### src/rtl/blkasm_pkg.sv
package blkasm_pkg;
  localparam int WORD_W = 24;
  localparam int HDR_WORDS = 8;
  localparam logic [23:0] SYNC_LO = 24'h36E19C;
  localparam logic [4:0]  SYNC_HI = 5'b01001;
  localparam logic [23:0] FILL_WORD = 24'hFFFFFF;

  typedef enum logic [1:0] {ST_IDLE, ST_HDR, ST_CHAN, ST_FILL} phase_t;

  typedef struct packed {
    logic [18:0] mclk;
    logic [23:0] div;
    logic [23:0] date;
    logic [23:0] tod;
    logic        clk_int;
    logic [3:0]  act_m1;
    logic [16:0] start_sec;
    logic [7:0]  user;
    logic [5:0]  ver;
  } sess_cfg_t;
endpackage

### src/rtl/blkasm_hdr.sv
module blkasm_hdr
  import blkasm_pkg::*;
(
  input  sess_cfg_t   cfg,
  input  logic [23:0] blk_num,
  input  logic [2:0]  idx,
  output logic [23:0] word
);
  always_comb begin
    case (idx)
      3'd0:    word = SYNC_LO;
      3'd1:    word = {SYNC_HI, cfg.mclk};
      3'd2:    word = blk_num;
      3'd3:    word = cfg.date;
      3'd4:    word = cfg.tod;
      3'd5:    word = cfg.div;
      3'd6:    word = {cfg.clk_int, cfg.act_m1, 2'b00, cfg.start_sec};
      default: word = {cfg.user, 10'd0, cfg.ver};
    endcase
  end
endmodule

### src/rtl/blkasm_chsel.sv
module blkasm_chsel
  import blkasm_pkg::*;
#(
  parameter int NCH  = 4,
  parameter int CH_W = 2
) (
  input  logic [NCH*WORD_W-1:0] data,
  input  logic [NCH-1:0]        valid,
  input  logic [NCH-1:0]        last,
  input  logic [CH_W-1:0]       sel,
  input  logic                  en,
  output logic [NCH-1:0]        ready,
  output logic [WORD_W-1:0]     sel_data,
  output logic                  sel_valid,
  output logic                  sel_last
);
  // grant decode: one ready line per channel
  for (genvar gi = 0; gi < NCH; gi++) begin : g_rdy
    assign ready[gi] = en && (sel == CH_W'(gi));
  end

  always_comb begin
    sel_data  = '0;
    sel_valid = 1'b0;
    sel_last  = 1'b0;
    for (int i = 0; i < NCH; i++) begin
      if (sel == CH_W'(i)) begin
        sel_data  = data[i*WORD_W +: WORD_W];
        sel_valid = en && valid[i];
        sel_last  = last[i];
      end
    end
  end
endmodule

### src/rtl/blkasm_top.sv
module blkasm_top
  import blkasm_pkg::*;
#(
  parameter int BLOCK_WORDS = 2048,
  parameter int NCH         = 4
) (
  input  logic                  clk,
  input  logic                  rst,
  input  logic                  run,
  input  logic                  fill_en,
  input  logic [18:0]           sess_mclk,
  input  logic [23:0]           sess_div,
  input  logic [23:0]           sess_date,
  input  logic [23:0]           sess_time,
  input  logic                  sess_clk_int,
  input  logic [3:0]            act_m1,
  input  logic [16:0]           sess_start_sec,
  input  logic [7:0]            sess_user,
  input  logic [5:0]            sess_ver,
  input  logic [NCH*WORD_W-1:0] ch_data,
  input  logic [NCH-1:0]        ch_valid,
  input  logic [NCH-1:0]        ch_last,
  output logic [NCH-1:0]        ch_ready,
  output logic [WORD_W-1:0]     out_data,
  output logic                  out_valid,
  output logic                  out_sob
);
  localparam int POS_W = $clog2(BLOCK_WORDS);
  localparam int CH_W  = (NCH > 1) ? $clog2(NCH) : 1;
  localparam logic [POS_W-1:0] POS_LAST = POS_W'(BLOCK_WORDS - 1);
  localparam logic [POS_W-1:0] HDR_LAST = POS_W'(HDR_WORDS - 1);

  phase_t            phase;
  logic [POS_W-1:0]  pos;
  logic [CH_W-1:0]   ch, last_ch, last_ch_in;
  logic [23:0]       blk_num;
  sess_cfg_t         cfg_q, cfg_in;
  logic [23:0]       hdr_word;
  logic [WORD_W-1:0] sel_data;
  logic              sel_valid, sel_last;
  logic              end_blk, adv_ch, to_fill;

  assign cfg_in = '{mclk: sess_mclk, div: sess_div, date: sess_date, tod: sess_time,
                    clk_int: sess_clk_int, act_m1: act_m1, start_sec: sess_start_sec,
                    user: sess_user, ver: sess_ver};

  // highest served channel index, clamped to the instantiated channels
  always_comb begin
    if (int'(act_m1) >= NCH - 1) last_ch_in = CH_W'(NCH - 1);
    else                         last_ch_in = CH_W'(act_m1);
  end

  blkasm_hdr u_hdr (
    .cfg     (cfg_q),
    .blk_num (blk_num),
    .idx     (pos[2:0]),
    .word    (hdr_word)
  );

  blkasm_chsel #(.NCH(NCH), .CH_W(CH_W)) u_sel (
    .data      (ch_data),
    .valid     (ch_valid),
    .last      (ch_last),
    .sel       (ch),
    .en        (phase == ST_CHAN),
    .ready     (ch_ready),
    .sel_data  (sel_data),
    .sel_valid (sel_valid),
    .sel_last  (sel_last)
  );

  // block sequencing decisions
  always_comb begin
    end_blk = 1'b0;
    adv_ch  = 1'b0;
    to_fill = 1'b0;
    case (phase)
      ST_CHAN: begin
        if (sel_valid) begin
          if (pos == POS_LAST) begin
            end_blk = 1'b1;
          end else if (sel_last) begin
            if (ch == last_ch) begin
              if (fill_en) to_fill = 1'b1;
              else         end_blk = 1'b1;
            end else begin
              adv_ch = 1'b1;
            end
          end
        end
      end
      ST_FILL: if (pos == POS_LAST) end_blk = 1'b1;
      default: ;
    endcase
  end

  always_ff @(posedge clk) begin
    if (rst) begin
      phase     <= ST_IDLE;
      pos       <= '0;
      ch        <= '0;
      last_ch   <= '0;
      blk_num   <= '0;
      cfg_q     <= '0;
      out_valid <= 1'b0;
      out_sob   <= 1'b0;
      out_data  <= '0;
    end else begin
      out_valid <= 1'b0;
      out_sob   <= 1'b0;
      case (phase)
        ST_IDLE: begin
          if (run) begin
            phase   <= ST_HDR;
            pos     <= '0;
            blk_num <= '0;
            cfg_q   <= cfg_in;
            last_ch <= last_ch_in;
          end
        end
        ST_HDR: begin
          out_valid <= 1'b1;
          out_sob   <= (pos == '0);
          out_data  <= hdr_word;
          pos       <= pos + 1'b1;
          if (pos == HDR_LAST) begin
            phase <= ST_CHAN;
            ch    <= '0;
          end
        end
        ST_CHAN: begin
          if (sel_valid) begin
            out_valid <= 1'b1;
            out_data  <= sel_data;
            pos       <= pos + 1'b1;
            if (adv_ch)  ch    <= ch + 1'b1;
            if (to_fill) phase <= ST_FILL;
          end
        end
        default: begin
          out_valid <= 1'b1;
          out_data  <= FILL_WORD;
          pos       <= pos + 1'b1;
        end
      endcase
      if (end_blk) begin
        if (run) begin
          phase   <= ST_HDR;
          pos     <= '0;
          blk_num <= blk_num + 1'b1;
          cfg_q   <= cfg_in;
          last_ch <= last_ch_in;
        end else begin
          phase <= ST_IDLE;
        end
      end
    end
  end
endmodule

### config.mk
export PLATFORM = sky130hd
export DESIGN_NAME = blkasm_top
export DESIGN_NICKNAME = d
export VERILOG_FILES = /design/src/rtl/blkasm_pkg.sv /design/src/rtl/blkasm_hdr.sv /design/src/rtl/blkasm_chsel.sv /design/src/rtl/blkasm_top.sv
export SDC_FILE = /design/constraint.sdc
export NUM_CORES = 1
export LEC_CHECK = 0
export ABC_AREA = 0
export BUFFER_PORTS_ARGS = -buffer_cell sky130_fd_sc_hd__buf_4
export CAP_MARGIN = 20
export CORE_MARGIN = 2
export CORE_UTILIZATION = 53
export DETAILED_ROUTE_END_ITERATION = 12
export GPL_TIMING_DRIVEN = 0
export PLACE_DENSITY = 0.82
export RECOVER_POWER = 25
export SETUP_SLACK_MARGIN = 0.15
export SYNTH_ARGS = -nofsm -noshare
export SYNTH_HDL_FRONTEND = slang
export SYNTH_SLANG_ARGS = --single-unit
export TNS_END_PERCENT = 50
### constraint.sdc
create_clock -name clk -period 3.4 [get_ports clk]
set_input_delay 0.34 -clock clk [delete_from_list [all_inputs] [get_ports clk]]
set_output_delay 0.34 -clock clk [all_outputs]
set_load 0.02 [all_outputs]
# Word-level counts from Yosys, hierarchy flattened
# Cells that the tools add are included.
[classes]
addsub = 3
magnitude_cmp = 1
n_eq_ne = 22
n_mux = 64
n_bitwise = 2
reduce_logical = 18
[ops]
columns = ["operator", "count"]
rows = [
  ["127-bit 2-to-1 mux", 4],
  ["24-bit 2-to-1 mux", 9],
  ["24-bit one-hot mux with 7 select lines", 1],
  ["24-bit one-hot mux with 3 select lines", 1],
  ["11-bit 2-to-1 mux", 4],
  ["1-bit 2-to-1 mux", 27],
  ["2-bit 2-to-1 mux", 13],
  ["24-bit by 1-bit adder with 24-bit output, second input constant", 1],
  ["11-bit one-hot mux with 2 select lines", 1],
  ["3-bit inequality test, second input constant", 4],
  ["11-bit by 1-bit adder with 11-bit output, second input constant", 1],
  ["11-bit equality test, second input constant", 1],
  ["11-bit by 3-bit equality test with 1-bit output, second input constant", 1],
  ["11-bit zero test", 1],
  ["3-bit equality test, second input constant", 3],
  ["2-bit equality test, second input constant", 4],
  ["1-bit logical AND", 8],
  ["3-bit by 2-bit equality test with 1-bit output, second input constant", 2],
  ["2-bit inequality test, second input constant", 3],
  ["2-bit one-hot mux with 3 select lines", 1],
  ["5-bit AND reduction", 1],
  ["2-bit by 1-bit equality test with 1-bit output, second input constant", 2],
  ["4-bit by 2-bit greater-or-equal comparator with 1-bit output, second input constant", 1],
  ["2-bit zero test", 2],
  ["12 further kinds", 14],
]
[word_totals]
register_bits = 194
inputBits = 235
output_inout_bits = 30
elab_cells = 127

# Logic depth before layout (Yosys ltp)
[logic_depth]
ltp_word = 13
mapped_depth = 11
ltp_nobuf = 8

# By module
# From an unflattened synthesis, not the netlist that was laid out.
[hier_totals]
hier_cells = 1184
hier_area_um2 = 9676.8
[modules_own_cells]
columns = ["mod", "instances", "cells_per_inst", "area_per_inst_um2", "seq_area_each_um2"]
rows = [
  ["blkasm_top", 1, 949, 7652.3, 3883.7],
  ["blkasm_hdr", 1, 194, 1357.6, 0.0],
  ["blkasm_chsel", 1, 41, 666.9, 0.0],
]

# Least setup slack after synthesis
# No wires, ideal clock.
[synth_path]
kind = "reg2reg"
start = "reg pos[2]"
end = "reg out_data[3]"
setup_ps = 86
arrival_ps = 2835
required_time_ps = 3314
setup_slack_ps = 479
stages_incl_launch_ff = 12
path_buffers = 4
period_less_slack_ps = 2921
cell_sequence = "dfxtp_1 -> buf_1 -> clkinv_1 -> clkbuf_1 -> ha_1 -> clkbuf_1 -> nor4_1 -> clkbuf_1 -> a22oi_1 -> nand4_1 -> a221oi_1 -> a211oi_1"
[synth_via]
elab_chain_cells = 3
elab_cells_between_ends = 9
cone_classes = "eq/ne: 6; mux: 2; reduce/logical: 1"
[synth_rtl]
columns = ["item", "line_no", "source"]
rows = [
  ["start: declaration", "blkasm_top.sv:34", "logic [POS_W-1:0] pos;"],
  ["start signal: assignment", "blkasm_top.sv:125", "pos <= pos + 1'b1;"],
  ["start signal: assignment", "blkasm_top.sv:135", "pos <= pos + 1'b1;"],
  ["start signal: assignment", "blkasm_top.sv:143", "pos <= pos + 1'b1;"],
  ["3-bit equality test (tied with other cells)", "blkasm_hdr.sv:10", "case (idx)"],
  ["24-bit one-hot mux with 7 select lines *", "blkasm_hdr.sv:10", ""],
  ["24-bit one-hot mux with 3 select lines *", "blkasm_top.sv:111", "case (phase)"],
  ["end signal: assignment", "blkasm_top.sv:124", "out_data <= hdr_word;"],
  ["end signal: assignment", "blkasm_top.sv:134", "out_data <= sel_data;"],
  ["end: declaration", "blkasm_top.sv:24", "output logic [WORD_W-1:0] out_data,"],
]
# Mark *: on every way between the ends. The rest lies on a longest branch, timed or not.
# A chain may end at the register's enable or synchronous reset.

==> flow_metrics.tcl <==
set metrics [dict create \
    first_global_vias 10020 \
    grt_max_degree 21 \
    root_buffer "clkbuf_16" \
    pre_cts_ws_ns -0.8081 \
    crit_type "flip-flop to flip-flop" \
    cp.required_ns 3.77 \
    hold_start "sess_ver[2]" \
    p_leak_uw 0.004782 \
    tns_ns 0 \
    fin_util 0.6977 \
    ys_warn_count 0 \
    layout.nets 1777 \
    num_antenna_cells 0 \
    setup_slack_ns 0.1552 \
    hold_path.class "input pin to flip-flop" \
    drive_gt1_frac 0.2221 \
    port_buffers 264 \
    max_freq_ghz 0.3082 \
    max_slew_margin 0.4920 \
    min_period_ns 3.245 \
    avgSynthCellArea_um2 7.779 \
    ys_types 62 \
    cts.sinks 194 \
    synthCells 1240 \
    syn_area_mm2 0.009646 \
    rsz0062_at_grt "yes" \
    cts_tree "yes" \
    detailroute.via_count 10590 \
    synthMuxAreaShare 0.03334 \
    synth_simple_gate_area_frac 0.2209 \
    hold_path_depth 3 \
    wl_per_cell_um 20.77 \
    period_share 0.9544 \
    placed_area_mm2 0.01192 \
    regToRegSetupSlack_ns 0.16 \
    syn-num-nets 1490 \
    tightestPinTransition_ns 0.7569 \
    path_cells "inv_1, ha_1, clkbuf_2, and3_1, buf_1, o211a_1, o21ai_2, clkbuf_2, buf_1, nand2_1, a21oi_1" \
    cts_made_buffers 17 \
    setup-violations-final 0 \
    fp-row-count 49 \
    ios 265 \
    clockBufferDepth 2 \
    synth_fa_ha_area_frac 0.01946 \
    clk_pin_slew_worst_paths_ns 0.08 \
    ys_ff_latch 194 \
    multi_input_area_mm2 0.005310 \
    syn_to_final_growth_pct 29.49 \
    track_usage 0.3714 \
    die_w_um 138.9 \
    htreeDepth 4 \
    hpwlAfterDp_mm 28.73 \
    crit_slowest_cell "dfxtp_1" \
    grt_pass1_wl_mm 55.96 \
    stdcell_area_mm2 0.01249 \
    die_area_mm2 0.01929 \
    core_mm2 0.01790 \
    synth_compound_area_frac 0.2672 \
    r2r-start "phase[0]" \
    p_per_area_mw_per_mm2 709.0 \
    synth_edf_count 0 \
    synth_ff_type "dfxtp_1" \
    ys_seq_area_frac 0.4026 \
    seq_area_mm2 0.003885 \
    status "finished clean" \
    num-fill-cells 1582 \
    drcViolationCount 0 \
    first_pass_iters 5 \
    mostFrequentLayoutCell "nand2_1" \
    initial_core_util 0.5388 \
    ant_nets 0 \
    synth_top_family_by_area "compound AO/OA/AOI/OAI gates" \
    ctsHoldBuffers 0 \
    via_per_inst 5.984 \
    cp-start-kind "flip-flop" \
    final_max_slew_viol_count 0 \
    finalPower_uw 8855 \
    finalHoldViolations 0 \
    dieHeight_um 138.9 \
    ir_drop_mv 0.4480 \
    ys_top_cells_by_area "dfxtp_1 (40%), nand2_1 (12%), a21oi_1 (8.0%), a221oi_1 (4.4%), clkbuf_1 (3.1%)" \
    critPathMaxFanout 10 \
    wl_mm 36.74 \
    synth_top_area_frac 0.4026 \
    gpl.final_weighted_congestion 1.009 \
    fin_worst_skew_ns 0.01655 \
    synth_top_area_cell "dfxtp_1" \
    critical_path_arrival_ns 3.61 \
    rr_worst_depth 11 \
    overflow 0 \
    antenna_found_initial 0 \
    clock_latency_ns 0.45 \
    final_cell_mix "nand2_1 (317), buf_4 (238), dfxtp_1 (193)" \
    synth_async_sr_flop_share 0 \
    end_kind "flip-flop" \
    synthXorXnorAreaFrac 0.006356 \
    slowest_delay_ns 0.44 \
    drtIter0Drc 1048 \
    maxCapViolCount 0 \
]
==> final cells by class <==
class,count,area share
Tap cell,229,0.02294
Timing Repair Buffer,268,0.1522
Clock buffer,18,0.03516
Inverter,17,0.005209
Sequential cell,194,0.3111
Clock inverter,14,0.01282
Multi-Input combinational cell,923,0.4252
Buffer,106,0.03546
==> worst max-delay path by stage <==
stage	startpoint	end	slack [ns]	cells past startpoint
final	phase[0]	flip-flop	0.16	11
after global routing	ch[1]	flip-flop	0.02	11
after CTS	ch[1]	flip-flop	0.13	11
after detailed placement	pos[2]	out_data[3]	-0.81	12
after global placement	pos[2]	out_data[3]	-1.25	11
after floorplan	pos[2]	out_data[3]	0.48	11
==> critical path: cells and delay by family (launching register included) <==
family | cells | cell delay, ns
fa+ha+maj | 1 | 0.20
compound gates | 3 | 0.95
flops | 1 | 0.44
simple gates | 2 | 0.28
buf+inv | 5 | 1.29
==> synthesized netlist by cell type (all sizes together), types with 15 or more instances <==
cell	count
a211oi	39
a21oi	154
a221oi	49
buf	26
clkbuf	80
dfxtp	194
ha	15
inv	15
mux2	25
nand2	317
nand3	20
nor2	51
nor2b	31
o21ai	34
o31ai	33
==> repair_timing <==
action / in CTS / in global routing
setup endpoints to repair: 132 / 162
gates resized for setup: 12 / 20
pin swaps: 1 / 0
cloned: 0 / 0
buffers inserted: 2 / 0
==> power by group <==
| part | internal (uW) | leakage, uW | switching [uW] | total [uW] |
|---|---|---|---|---|
| clock network | 1010 | 0.000286 | 1010 | 2020 |
| logic | 1200 | 0.00291 | 2450 | 3650 |
| registers | 2820 | 0.00159 | 374 | 3190 |
| total | 5020 | 0.00478 | 3830 | 8850 |
==> stage by stage <==
step / std cells / hold slack, ns
after floorplan: 1240 / 0.4329
after global placement: 1733 / 0.4392
after detailed placement: 1734 / 0.4437
after CTS: 1768 / 0.1264
after global routing: 1769 / 0.1309
final: 1769 / 0.1303
==> per-layer routing <==
layer  vias to the layer above  share of wire  global-route usage
met4                         0          0.049              0.1792
met1                      4865           0.39              0.4613
met2                       584           0.47              0.6316
met5                         -              0                   0
li1                       5032              -                   -
met3                       105          0.088             0.05870
==> kinds of logic after synthesis <==
family,Yosys count
flops,194
xor+xnor,7
mux,29
simple gates,488
buf+inv,123
compound gates,384
fa+ha+maj,15
Power figures use the tool's default switching activity.
